<file path="config.mk">
export PLATFORM = sky130hd
export DESIGN_NAME = divmod_unit
export DESIGN_NICKNAME = d
export VERILOG_FILES = /design/src/rtl/divmod_pkg.sv /design/src/rtl/divmod_ctrl.sv /design/src/rtl/divmod_dp.sv /design/src/rtl/divmod_unit.sv
export SDC_FILE = /design/constraint.sdc
export NUM_CORES = 1
export LEC_CHECK = 0
export CAP_MARGIN = 0
export CORE_MARGIN = 10
export CORE_UTILIZATION = 35
export CTS_BUF_LIST = sky130_fd_sc_hd__clkbuf_4 sky130_fd_sc_hd__clkbuf_8
export CTS_CLUSTER_DIAMETER = 60
export DETAILED_ROUTE_END_ITERATION = 10
export PLACE_DENSITY = 0.63
export SYNTH_ARGS = -nofsm -noshare
export SYNTH_HDL_FRONTEND = slang
export SYNTH_SLANG_ARGS = --single-unit
</file>
<file path="constraint.sdc">
create_clock -name clk -period 4.8 [get_ports clk]
set_input_delay 0.96 -clock clk [delete_from_list [all_inputs] [get_ports clk]]
set_output_delay 0.96 -clock clk [all_outputs]
set_load 0.05 [all_outputs]
</file>
<file path="src/rtl/divmod_pkg.sv">
package divmod_pkg;
  typedef struct packed {
    logic load;
    logic step;
    logic finish;
  } dmStrobe_t;

  typedef enum logic [1:0] {
    ST_IDLE = 2'd0,
    ST_RUN  = 2'd1,
    ST_FIN  = 2'd2
  } dmState_t;
endpackage

</file>
<file path="src/rtl/divmod_ctrl.sv">
module divmod_ctrl
  import divmod_pkg::*;
#(
  parameter int DATA_W   = 64,
  parameter int NARROW_W = 32
) (
  input  logic      clk,
  input  logic      rstN,
  input  logic      startIn,
  input  logic      wideIn,
  output dmStrobe_t strobeOut,
  output logic      busyOut
);
  localparam int CNT_W = $clog2(DATA_W);

  dmState_t   state;
  logic [CNT_W-1:0] stepCnt;

  always_ff @(posedge clk or negedge rstN) begin
    if (!rstN) begin
      state   <= ST_IDLE;
      stepCnt <= '0;
    end else begin
      case (state)
        ST_IDLE: if (startIn) begin
          state   <= ST_RUN;
          stepCnt <= wideIn ? CNT_W'(DATA_W - 1) : CNT_W'(NARROW_W - 1);
        end
        ST_RUN: begin
          if (stepCnt == '0) state <= ST_FIN;
          else               stepCnt <= stepCnt - 1'b1;
        end
        ST_FIN:  state <= ST_IDLE;
        default: state <= ST_IDLE;
      endcase
    end
  end

  always_comb begin
    strobeOut.load   = (state == ST_IDLE) && startIn;
    strobeOut.step   = (state == ST_RUN);
    strobeOut.finish = (state == ST_FIN);
  end

  assign busyOut = (state != ST_IDLE);


  ignore_start_chk: assert property (@(posedge clk) disable iff (!rstN)
    (busyOut && !strobeOut.finish) |=> busyOut);


  finish_idle_chk: assert property (@(posedge clk) disable iff (!rstN)
    strobeOut.finish |=> !busyOut);
endmodule

</file>
<file path="src/rtl/divmod_dp.sv">
module divmod_dp
  import divmod_pkg::*;
#(
  parameter int DATA_W   = 64,
  parameter int NARROW_W = 32
) (
  input  logic              clk,
  input  logic              rstN,
  input  dmStrobe_t         strobeIn,
  input  logic [DATA_W-1:0] dividendIn,
  input  logic [DATA_W-1:0] divisorIn,
  input  logic              wideIn,
  input  logic              signIn,
  input  logic              remIn,
  output logic              doneOut,
  output logic [DATA_W-1:0] resultOut
);
  localparam int PAD_W = DATA_W - NARROW_W;

  logic [DATA_W-1:0] remReg, quoReg, divMag;
  logic negQ, negR, zeroDiv, wideReg, remReg_sel;

  // operand magnitudes at load
  logic [NARROW_W-1:0] aLo, bLo;
  logic aNeg, bNeg;
  logic [DATA_W-1:0] aMag, bMag;

  always_comb begin
    aLo = dividendIn[NARROW_W-1:0];
    bLo = divisorIn[NARROW_W-1:0];
    if (wideIn) begin
      aNeg = signIn & dividendIn[DATA_W-1];
      bNeg = signIn & divisorIn[DATA_W-1];
      aMag = aNeg ? -dividendIn : dividendIn;
      bMag = bNeg ? -divisorIn  : divisorIn;
    end else begin
      aNeg = signIn & aLo[NARROW_W-1];
      bNeg = signIn & bLo[NARROW_W-1];
      aMag = {{PAD_W{1'b0}}, (aNeg ? -aLo : aLo)};
      bMag = {{PAD_W{1'b0}}, (bNeg ? -bLo : bLo)};
    end
  end

  // one restoring step
  logic [DATA_W:0] shifted, trial;
  logic            fits;
  always_comb begin
    shifted = {remReg, quoReg[DATA_W-1]};
    trial   = shifted - {1'b0, divMag};
    fits    = !trial[DATA_W];
  end

  // final sign fix-up and width shaping
  logic [DATA_W-1:0] qFix, rFix, pick;
  always_comb begin
    qFix = negQ ? -quoReg : quoReg;
    rFix = negR ? -remReg : remReg;
    if (remReg_sel)   pick = rFix;
    else if (zeroDiv) pick = '0;
    else              pick = qFix;
    if (!wideReg) pick = {{PAD_W{1'b0}}, pick[NARROW_W-1:0]};
  end

  always_ff @(posedge clk or negedge rstN) begin
    if (!rstN) begin
      remReg     <= '0;
      quoReg     <= '0;
      divMag     <= '0;
      negQ       <= 1'b0;
      negR       <= 1'b0;
      zeroDiv    <= 1'b0;
      wideReg    <= 1'b0;
      remReg_sel <= 1'b0;
      resultOut  <= '0;
      doneOut    <= 1'b0;
    end else begin
      doneOut <= strobeIn.finish;
      if (strobeIn.load) begin
        remReg     <= '0;
        quoReg     <= wideIn ? aMag : (aMag << PAD_W);
        divMag     <= bMag;
        negQ       <= aNeg ^ bNeg;
        negR       <= aNeg;
        zeroDiv    <= (bMag == '0);
        wideReg    <= wideIn;
        remReg_sel <= remIn;
      end else if (strobeIn.step) begin
        remReg <= fits ? trial[DATA_W-1:0] : shifted[DATA_W-1:0];
        quoReg <= {quoReg[DATA_W-2:0], fits};
      end
      if (strobeIn.finish) resultOut <= pick;
    end
  end


  done_single_pulse_chk: assert property (@(posedge clk) disable iff (!rstN)
    doneOut |=> !doneOut);


  narrow_zero_ext_chk: assert property (@(posedge clk) disable iff (!rstN)
    (doneOut && !wideReg) |-> (resultOut[DATA_W-1:NARROW_W] == '0));
endmodule

</file>
<file path="src/rtl/divmod_unit.sv">
module divmod_unit
  import divmod_pkg::*;
#(
  parameter int DATA_W   = 64,
  parameter int NARROW_W = 32
) (
  input  logic              clk,
  input  logic              rstN,
  input  logic              startIn,
  input  logic [DATA_W-1:0] dividendIn,
  input  logic [DATA_W-1:0] divisorIn,
  input  logic              wideSel,
  input  logic              signSel,
  input  logic              remSel,
  output logic              busyOut,
  output logic              doneOut,
  output logic [DATA_W-1:0] resultOut
);
  dmStrobe_t strobe;

  divmod_ctrl #(.DATA_W(DATA_W), .NARROW_W(NARROW_W)) u_ctrl (
    .clk(clk), .rstN(rstN), .startIn(startIn), .wideIn(wideSel),
    .strobeOut(strobe), .busyOut(busyOut)
  );

  divmod_dp #(.DATA_W(DATA_W), .NARROW_W(NARROW_W)) u_dp (
    .clk(clk), .rstN(rstN), .strobeIn(strobe),
    .dividendIn(dividendIn), .divisorIn(divisorIn),
    .wideIn(wideSel), .signIn(signSel), .remIn(remSel),
    .doneOut(doneOut), .resultOut(resultOut)
  );


  done_after_busy_chk: assert property (@(posedge clk) disable iff (!rstN)
    $fell(busyOut) |-> doneOut);


  result_hold_chk: assert property (@(posedge clk) disable iff (!rstN)
    !busyOut |=> $stable(resultOut));
endmodule

</file>
==> impl_metrics.toml <==
[global_route]
antenna_found_initial = 1
groute.usage.overall = 0.205
grt_pass1_vias = 21100
grt_pass1_wl_um = 123000
grt_overflow = 0
grt_max_degree = 145

[placement]
post-dp-hpwl_um = 59900
dpl.cell_count = 3779
place.gp.congestion = 0.950
port_buffers = 199
place_area_um2 = 25500

[detailed_routing]
met2WireLength_um = 38100
routed_wl_um = 78700
wl_per_cell_um = 20.4
firstDrtPassIters = 5
m1WireLength_um = 34100
wl_met3_um = 4590
drt_iter0_drc = 2236
drc = 0
num_vias = 21800
top_layer_used = "met4"
detail-route-antenna-nets = 0
viasPerCell = 5.64

[pwr]
ir_drop_v = 0.000433
total_power_mw = 19.0
power_density_nw_per_um2 = 716
power_leakage_nw = 10.7

[floorplanning]
die_w_um = 272
core_area_um2 = 63000
start_util = 0.352
io_pins = 200
dieArea_um2 = 73800
rows = 92
die_y_um = 272

[final_layout]
final_cell_area_um2 = 26600
final_common_cell = "nand2_1"
final_core_util = 0.422
layout-drive-gt1-share = 0.0851
mostFrequentLayoutCells = "nand2_1 (321), dfrtp_1 (268), nor2_1 (232), o21ai_0 (230), clkdlybuf4s50_1 (197)"
n_fill_cell = 6422
instances_no_fill = 3867
area_growth_pct = 19.8
antennaDiodeCount = 0
fin_nets = 3189

[sta]
maxSlewHeadroom = 0.318
finalCritPeriodShare = 0.904
period_minus_slack_ns = 4.34
setup_viol = 0
hold_viol_final = 0
max_freq_ghz = 0.230
worst_slew_pin_slew_ns = 1.02
rsz0062_at_grt = "false"
slew_violations = 0
setup_tns_ns = 0
skew_ns = 0.0410

[worst_setup_path]
slowest_stage = "or4_4"
crit_required_ns = 5.32
crit_chain = "clkdlybuf4s50_1 > or4_4 > or4_4 > or4_4 > buf_4 > nor2_4 > a41oi_1 > xnor2_1 > nand3_1 > or4_1 > o31ai_1 > a32o_1"
critPathArrivalTime_ns = 4.86
slowest_delay_ns = 0.56
critical_path_class = "input port to flop"
r2r_setup_slack_ns = 0.52
cp_max_fo = 5
cpMostUsedCell = "or4_4"
worstSetupStartpointType = "input port"
reg2regPathDepth = 10
worst_r2r_endpoint = "u_dp.resultOut[59]$_DFFE_PN0P_"
cp-end-kind = "flop"
rr_startpoint = "u_dp.remReg[5]$_DFFE_PN0P_"

[clock_network]
cts_max_level = 2
holdBufCountCts = 0
insertion_delay_ns = 0.61
cts_buffers = 48
cts_buffer_depth = 3
clk_pin_slew_ns = 0.06
cts_tree = "built"
cts_setup_buffers = 0
cts-root-buf = "clkbuf_8"
ctsResizeCount = 0
cts_num_sinks = 270

[worst_hold_path]
hp-class = "input port to async pin"

[yosys]
synth.area.top_cells = "dfrtp_1 (30%), xnor2_1 (7.4%), nand2_1 (5.5%)"
syn_nets = 3003
synthesis.area_um2 = 22200
ys_async_sr_fraction = 1.00
synth-seq-area-share = 0.305
yosysUniqueCellTypes = 84
netlist.area_leader.share = 0.305
synth_cells = 2797
synth_seq_cells = 270
yosysTopAreaCell = "dfrtp_1"
ys.flop_type = "dfrtp_1"
synth_edf_count = 0
synth.avg_cell_area_um2 = 7.93
ys_warn_count = 0

[run_status]
status = "finished, final reports clean"

[run]
drv_cap = 0
==> area by class of cell <==
cell class / instances / area (um^2) / share of cell area
clock buffers: 78 / 998 / 0.0376
clock inverters: 10 / 71.3 / 0.00268
inverters: 99 / 372 / 0.0140
multi-input cells: 2255 / 14400 / 0.544
flip-flops and latches: 270 / 6760 / 0.254
well taps: 846 / 1060 / 0.0398
repair buffers: 309 / 2870 / 0.108
==> registers in the layout, indices dropped and copies added (netlist names) <==
register and flops:
u_dp.quoReg 64, u_dp.resultOut 64, u_dp.remReg_sel 1, u_dp.negR 1
u_dp.wideReg 1, u_dp.remReg 64, u_dp.zeroDiv 1, u_dp.divMag 64
u_ctrl.stepCnt 6, u_dp.doneOut 1, u_dp.negQ 1, u_ctrl.state 2
==> routing by layer <==
metal | track usage | up-vias
li1 | - | 10500
met1 | 0.265 | 10500
met2 | 0.348 | 612
met3 | 0.0340 | 109
met4 | 0.0551 | 0
met5 | 0 | -
==> worst max-delay path: cells and delay by family <==
family / cells / cell delay (ns)
AO/OA/AOI/OAI: 3 / 0.67
XOR/XNOR: 1 / 0.28
buffers and inverters: 2 / 0.59
AND/OR/NAND/NOR: 6 / 2.36
==> cell families after synthesis <==
| kind of cell | synth area share |
|---|---|
| buffers and inverters | 0.0465 |
| and+or+nand+nor | 0.197 |
| DFF | 0.305 |
| muxes | 0.0368 |
| AOI/OAI and AO/OA | 0.247 |
| adders and majority gates | 0.0409 |
| xor gates and xnor gates | 0.128 |
==> where the power goes <==
part	leakage (nW)	switching [mW]	internal, mW
registers	3.43	1.36	3.23
logic	6.75	7.01	5.06
clock network	0.566	1.04	1.32
==> Yosys cell counts (all sizes together), types with 30 or more instances <==
library cell	count
dfrtp	270
nand2	323
a31oi	55
o31ai	65
o22ai	68
nand3	42
mux2i	76
nor4	40
or4	34
inv	99
o21ai	243
xnor2	188
a21oi	179
a221oi	30
nor2	237
ha	71
nor3	71
clkbuf	152
a21o	45
xor2	135
or3	48
==> worst max path at each step <==
| stage | from | depth (start not counted) | slack [ns] | endpoint |
|---|---|---|---|---|
| finish | divisorIn[24] | 12 | 0.46 | u_dp.zeroDiv$_DFFE_PN0P_ |
| floorplan | divisorIn[18] | 12 | 0.53 | u_dp.zeroDiv$_DFFE_PN0P_ |
| CTS | divisorIn[24] | 12 | 0.48 | u_dp.zeroDiv$_DFFE_PN0P_ |
| detailed placement | divisorIn[24] | 12 | -0.13 | u_dp.zeroDiv$_DFFE_PN0P_ |
| global route | divisorIn[24] | 12 | 0.26 | u_dp.zeroDiv$_DFFE_PN0P_ |
| global placement | divisorIn[24] | 11 | -0.05 | u_dp.zeroDiv$_DFFE_PN0P_ |
==> stage by stage <==
step	setup WS (ns)	hold WS, ns
floorplan	0.533	0.449
global placement	-0.0480	0.465
detailed placement	-0.125	0.470
CTS	0.481	0.481
global route	0.261	0.504
finish	0.460	0.444
No activity file was read; power rests on OpenSTA's default activity.
